[config.mk]
export PLATFORM = sky130hd
export DESIGN_NAME = cmon_irq_ctrl
export DESIGN_NICKNAME = d
export VERILOG_FILES = /design/src/rtl/cmon_pkg.sv /design/src/rtl/cmon_sync.sv /design/src/rtl/cmon_detect.sv /design/src/rtl/cmon_irq_ctrl.sv
export SDC_FILE = /design/constraint.sdc
export NUM_CORES = 1
export LEC_CHECK = 0
export ABC_AREA = 0
export BUFFER_PORTS_ARGS = -buffer_cell sky130_fd_sc_hd__buf_4
export CAP_MARGIN = 20
export CORE_UTILIZATION = 45
export CTS_CLUSTER_DIAMETER = 150
export CTS_CLUSTER_SIZE = 40
export DETAILED_ROUTE_END_ITERATION = 16
export PLACE_DENSITY = 0.6
export RECOVER_POWER = 50
export SLEW_MARGIN = 30
export SYNTH_ARGS = -nofsm -noshare
export SYNTH_HDL_FRONTEND = slang
export SYNTH_SLANG_ARGS = --single-unit
[constraint.sdc]
create_clock -name clk -period 2 [get_ports clk]
set_input_delay 0.1 -clock clk [delete_from_list [all_inputs] [get_ports clk]]
set_output_delay 0.1 -clock clk [all_outputs]
set_load 0.05 [all_outputs]
[src/rtl/cmon_pkg.sv]
package cmon_pkg;
  // Word index of each register, taken from byte address bits [4:2]
  typedef enum logic [2:0] {
    SEL_EN   = 3'd0,
    SEL_MASK = 3'd1,
    SEL_TYPE = 3'd2,
    SEL_POL  = 3'd3,
    SEL_STAT = 3'd4,
    SEL_RAW  = 3'd5,
    SEL_ACK  = 3'd6,
    SEL_PORT = 3'd7
  } reg_sel_e;

  localparam int unsigned SEL_LSB = 2;
  localparam int unsigned SEL_MSB = 4;
endpackage

[src/rtl/cmon_sync.sv]
module cmon_sync #(
  parameter int unsigned WIDTH  = 12,
  parameter int unsigned STAGES = 2
) (
  input  logic             clk,
  input  logic             rst,
  input  logic [WIDTH-1:0] async_i,
  output logic [WIDTH-1:0] sync_o
);
  logic [WIDTH-1:0] stg_q [STAGES];

  always_ff @(posedge clk) begin
    if (rst) begin
      for (int s = 0; s < STAGES; s++) stg_q[s] <= '0;
    end else begin
      stg_q[0] <= async_i;
      for (int s = 1; s < STAGES; s++) stg_q[s] <= stg_q[s-1];
    end
  end

  assign sync_o = stg_q[STAGES-1];
endmodule

[src/rtl/cmon_detect.sv]
module cmon_detect #(
  parameter int unsigned WIDTH = 12
) (
  input  logic             clk,
  input  logic             rst,
  input  logic [WIDTH-1:0] sync_i,
  input  logic [WIDTH-1:0] en_i,
  input  logic [WIDTH-1:0] typ_i,
  input  logic [WIDTH-1:0] pol_i,
  input  logic [WIDTH-1:0] ack_i,
  output logic [WIDTH-1:0] raw_o
);
  logic [WIDTH-1:0] prev_q;
  logic [WIDTH-1:0] latch_q;
  logic [WIDTH-1:0] evt;
  logic [WIDTH-1:0] lvl_act;

  always_ff @(posedge clk) begin
    if (rst) prev_q <= '0;
    else     prev_q <= sync_i;
  end

  for (genvar i = 0; i < WIDTH; i++) begin : g_bit
    logic rise, fall;
    assign rise       = sync_i[i] & ~prev_q[i];
    assign fall       = ~sync_i[i] & prev_q[i];
    assign evt[i]     = pol_i[i] ? rise : fall;
    assign lvl_act[i] = ~(sync_i[i] ^ pol_i[i]);

    always_ff @(posedge clk) begin
      if (rst) latch_q[i] <= 1'b0;
      else     latch_q[i] <= en_i[i] & typ_i[i] &
                             ((latch_q[i] & ~ack_i[i]) | evt[i]);
    end

    assign raw_o[i] = en_i[i] & (typ_i[i] ? latch_q[i] : lvl_act[i]);


    latch_ack_chk: assert property (@(posedge clk) disable iff (rst)
      $past(ack_i[i] && !evt[i]) |-> !latch_q[i]);


    latch_set_chk: assert property (@(posedge clk) disable iff (rst)
      $rose(latch_q[i]) |-> $past(evt[i] && en_i[i] && typ_i[i]));
  end
endmodule

[src/rtl/cmon_irq_ctrl.sv]
module cmon_irq_ctrl
  import cmon_pkg::*;
#(
  parameter int unsigned N_MON       = 12,
  parameter int unsigned ADDR_W      = 8,
  parameter int unsigned SYNC_STAGES = 2
) (
  input  logic              clk,
  input  logic              rst,
  input  logic              wr_en_i,
  input  logic              rd_en_i,
  input  logic [ADDR_W-1:0] addr_i,
  input  logic [N_MON-1:0]  wdata_i,
  output logic [N_MON-1:0]  rdata_o,
  input  logic [N_MON-1:0]  mon_i,
  output logic              irq_o
);
  localparam int unsigned HI_LSB = SEL_MSB + 1;

  logic [N_MON-1:0] en_q, mask_q, typ_q, pol_q;
  logic [N_MON-1:0] sync_v, raw_v, masked_v, ack_v, rd_mux;
  logic             hit;
  reg_sel_e         sel;

  assign hit = (addr_i[ADDR_W-1:HI_LSB] == '0) && (addr_i[SEL_LSB-1:0] == '0);
  assign sel = reg_sel_e'(addr_i[SEL_MSB:SEL_LSB]);

  cmon_sync #(.WIDTH(N_MON), .STAGES(SYNC_STAGES)) u_sync (
    .clk     (clk),
    .rst     (rst),
    .async_i (mon_i),
    .sync_o  (sync_v)
  );

  assign ack_v = (wr_en_i && hit && sel == SEL_ACK) ? wdata_i : '0;

  cmon_detect #(.WIDTH(N_MON)) u_detect (
    .clk    (clk),
    .rst    (rst),
    .sync_i (sync_v),
    .en_i   (en_q),
    .typ_i  (typ_q),
    .pol_i  (pol_q),
    .ack_i  (ack_v),
    .raw_o  (raw_v)
  );

  assign masked_v = raw_v & ~mask_q;

  always_ff @(posedge clk) begin
    if (rst) begin
      en_q   <= '0;
      mask_q <= '0;
      typ_q  <= '0;
      pol_q  <= '0;
    end else if (wr_en_i && hit) begin
      case (sel)
        SEL_EN:   en_q   <= wdata_i;
        SEL_MASK: mask_q <= wdata_i;
        SEL_TYPE: typ_q  <= wdata_i;
        SEL_POL:  pol_q  <= wdata_i;
        default: ;
      endcase
    end
  end

  always_comb begin
    rd_mux = '0;
    if (hit) begin
      case (sel)
        SEL_EN:   rd_mux = en_q;
        SEL_MASK: rd_mux = mask_q;
        SEL_TYPE: rd_mux = typ_q;
        SEL_POL:  rd_mux = pol_q;
        SEL_STAT: rd_mux = masked_v;
        SEL_RAW:  rd_mux = raw_v;
        SEL_PORT: rd_mux = sync_v;
        default:  rd_mux = '0;
      endcase
    end
  end

  always_ff @(posedge clk) begin
    if (rst) begin
      rdata_o <= '0;
      irq_o   <= 1'b0;
    end else begin
      if (rd_en_i) rdata_o <= rd_mux;
      irq_o <= |masked_v;
    end
  end


  irq_off_chk: assert property (@(posedge clk) disable iff (rst)
    $past(en_q == '0) |-> !irq_o);


  irq_mask_chk: assert property (@(posedge clk) disable iff (rst)
    $past(&mask_q) |-> !irq_o);


  irq_follow_chk: assert property (@(posedge clk) disable iff (rst)
    $past(masked_v != '0) |-> irq_o);


  irq_quiet_chk: assert property (@(posedge clk) disable iff (rst)
    $past(masked_v == '0) |-> !irq_o);
endmodule

==> flow_summary.json <==
{
  "rows": 37,
  "hpwl_mm": 9.05,
  "io_buffers": 48,
  "combPwrFrac": 0.079,
  "yosysWarningCount": 0,
  "grt_use_total": 0.248,
  "synth-async-reset-ratio": 0,
  "gp_congestion": 0.868,
  "synth_nets": 628,
  "drtIter0Drc": 332,
  "period_share": 0.865,
  "ys.flop_type": "dfxtp_1",
  "grt_pass1_vias": 4322,
  "ys_ff_latch": 109,
  "worstSetupPathType": "reg2reg",
  "grt_pass1_wl_mm": 21.6,
  "power.density_nw_per_um2": 683,
  "diodes": 0,
  "leakage_nw": 2.15,
  "synth-xor-area-share": 0.0214,
  "die_area_um2": 11300,
  "syn_inst": 592,
  "via_per_inst": 5.58,
  "min_period_ns": 1.73,
  "overflow": 0,
  "die_h_um": 106,
  "clkPwrFrac": 0.369,
  "ys_seq_area_frac": 0.445,
  "synth.largest_area_cell": "dfxtp_1",
  "drive_above_1_share": 0.135,
  "routedWlPerCell_um": 16.5,
  "drt-total-wl_mm": 13.3,
  "synth_fa_ha_area_frac": 0,
  "num_io_pins": 49,
  "dp.cells": 771,
  "seqPwrFrac": 0.552,
  "htreeDepth": 3,
  "grt_max_degree": 41,
  "worstHoldPathType": "in2reg",
  "fin_area_um2": 5880,
  "yosys.area_share.simple": 0.270,
  "post-place-ws_ns": 0.107,
  "worstSetupEndpointType": "register",
  "fin_cells": 808,
  "synthMuxAreaShare": 0.0574,
  "synth-edff-count": 0,
  "place_area_um2": 5510,
  "clk_pin_slew_ns": 0.10,
  "insertion_delay_ns": 0.38,
  "numCtsBuffers": 9,
  "cts_max_path_buffers": 2,
  "drcViolationCount": 0,
  "drv_slew": 37,
  "fin_ws_ns": 0.269,
  "postRouteAntennaNets": 0,
  "n_fill_cell": 1016,
  "syn_area_per_cell_um2": 8.29,
  "syn-cell-area_um2": 4910,
  "p_int_mw": 3.11,
  "synthTopCellsByCount": "dfxtp_1, nand2_1, a21oi_1",
  "status": "finished with violations",
  "setup_viol": 0,
  "fmax_mhz": 578,
  "yosysMostFrequentCell": "dfxtp_1",
  "synth_top_family_by_area": "simple AND/OR/NAND/NOR gates",
  "post_cts_buffers": 0,
  "peakVddDrop_mv": 0.448,
  "nets": 703,
  "max-cap-violations": 1,
  "start_util": 0.469,
  "p_sw_frac": 0.226,
  "cpPeakStageDelay_ns": 0.50,
  "yosys-top-cells-area": "dfxtp_1, nand2_1, nor2b_1",
  "cts_tree": "done",
  "start_kind": "register",
  "skew_ns": 0.00897,
  "yosysUniqueCellTypes": 54,
  "violations": "max-capacitance violations, max-slew violations",
  "tightest_slew_ns": 1.61,
  "multi_input_area_um2": 2520,
  "synthDominantCellAreaShare": 0.445,
  "clock_sinks": 109,
  "synth_compound_area_frac": 0.167,
  "required_ns": 2.22,
  "core-area_um2": 10500,
  "tns_ns": 0,
  "rsz0062_at_grt": "no",
  "drt_pass1_iterations": 6,
  "finalHoldViolCount": 0,
  "layout-area-overhead-vs-synth_pct": 19.9,
  "root_buffer": "clkbuf_8",
  "antenna_found_initial": 0,
  "via_count": 4509,
  "crit_arrival_ns": 1.95,
  "seq_area_um2": 2180,
  "critPathSlowestCell": "or4_1",
  "slew_headroom": -0.0765,
  "die_w_um": 106,
  "cts_resized": 0,
  "power_mw": 4.02,
  "cp_max_fo": 4,
  "p_switching_mw": 0.907,
  "crit_chain": "nand2b_1, o32ai_1, or4_1, nor4_1, a41oi_1"
}
==> routing by layer <==
metal | global-route usage | vias to the layer above | wire length [µm]
met3 | 0.0399 | 18 | 747
met4 | 0.0822 | 0 | 200
met1 | 0.320 | 2151 | 5890
li1 | - | 2210 | -
met2 | 0.421 | 130 | 6510
met5 | 0 | - | 0
==> stage by stage <==
step	hold WS [ns]	utilization
after floorplan	0.228	-
after global routing	0.0149	0.562
after detailed placement	0.315	0.527
after global placement	0.308	0.527
final	0.00796	0.562
after CTS	0.00322	0.569
==> flip-flops by register name, indices dropped and copies added, names as in the netlist <==
| name | count |
|---|---|
| mask_q | 12 |
| u_sync.stg_q | 24 |
| u_detect.latch_q | 12 |
| en_q | 12 |
| irq_o | 1 |
| pol_q | 12 |
| typ_q | 12 |
| u_detect.prev_q | 12 |
| rdata_o | 12 |
==> power groups by stage <==
stage	Combinational (mW)	Clock, mW	Sequential (mW)
after floorplan	0.144	0	2.26
after global placement	0.284	0	2.27
after detailed placement	0.287	0	2.27
after CTS	0.320	1.52	2.22
after global routing	0.343	1.61	2.22
final	0.318	1.48	2.22
==> area by class of cell <==
type	count	share of cell area
Clock buffer	12	0.0264
Clock inverter	4	0.0119
Inverter	10	0.00638
Multi-Input combinational cell	439	0.429
Sequential cell	109	0.371
Tap cell	136	0.0289
Timing Repair Buffer	98	0.127
==> cell families after synthesis <==
group           after synthesis
compound gates              130
xor+xnor                     12
buf+inv                      44
flops                       109
mux                          27
simple gates                270
==> critical path, delay by kind of cell, from the launching register on <==
family / cells / cell delay, ns
AOI/OAI and AO/OA: 2 / 0.25
DFF: 1 / 0.37
and+or+nand+nor: 3 / 0.96
==> placed cells by master, fill, tap and decap left out, types with 5 or more instances in the layout <==
master,count
buf_4,56
nor3_1,19
o21ai_0,25
xnor2_1,6
nand2b_1,8
mux2_2,9
nand3_1,41
nand2_1,96
xor2_1,6
clkbuf_8,11
clkbuf_1,15
nor2_1,38
a31oi_1,8
a22o_1,6
a21oi_1,50
a22oi_1,10
dfxtp_1,109
clkbuf_4,5
mux2i_1,18
dlygate4sd3_1,21
nor2b_1,49
o2bb2ai_1,5
inv_1,9
==> path summary, 6_finish.rpt <==
check,start,slack (ns),endpoint,depth (start not counted)
min reg2reg,u_sync.stg_q[0][7],0.44,u_sync.stg_q[0][19],1
min,wdata_i[10],0.008,pol_q[10],3
max,mask_q[11],0.27,irq_o,5
max reg2reg,mask_q[11],0.27,irq_o,5
==> repair_timing <==
item | CTS | global route
endpoints found under the hold margin | 33 | 0
setup endpoints to repair | 0 | 0
hold buffers | 21 | 0
Note: power is estimated with default switching activity, not from simulation.
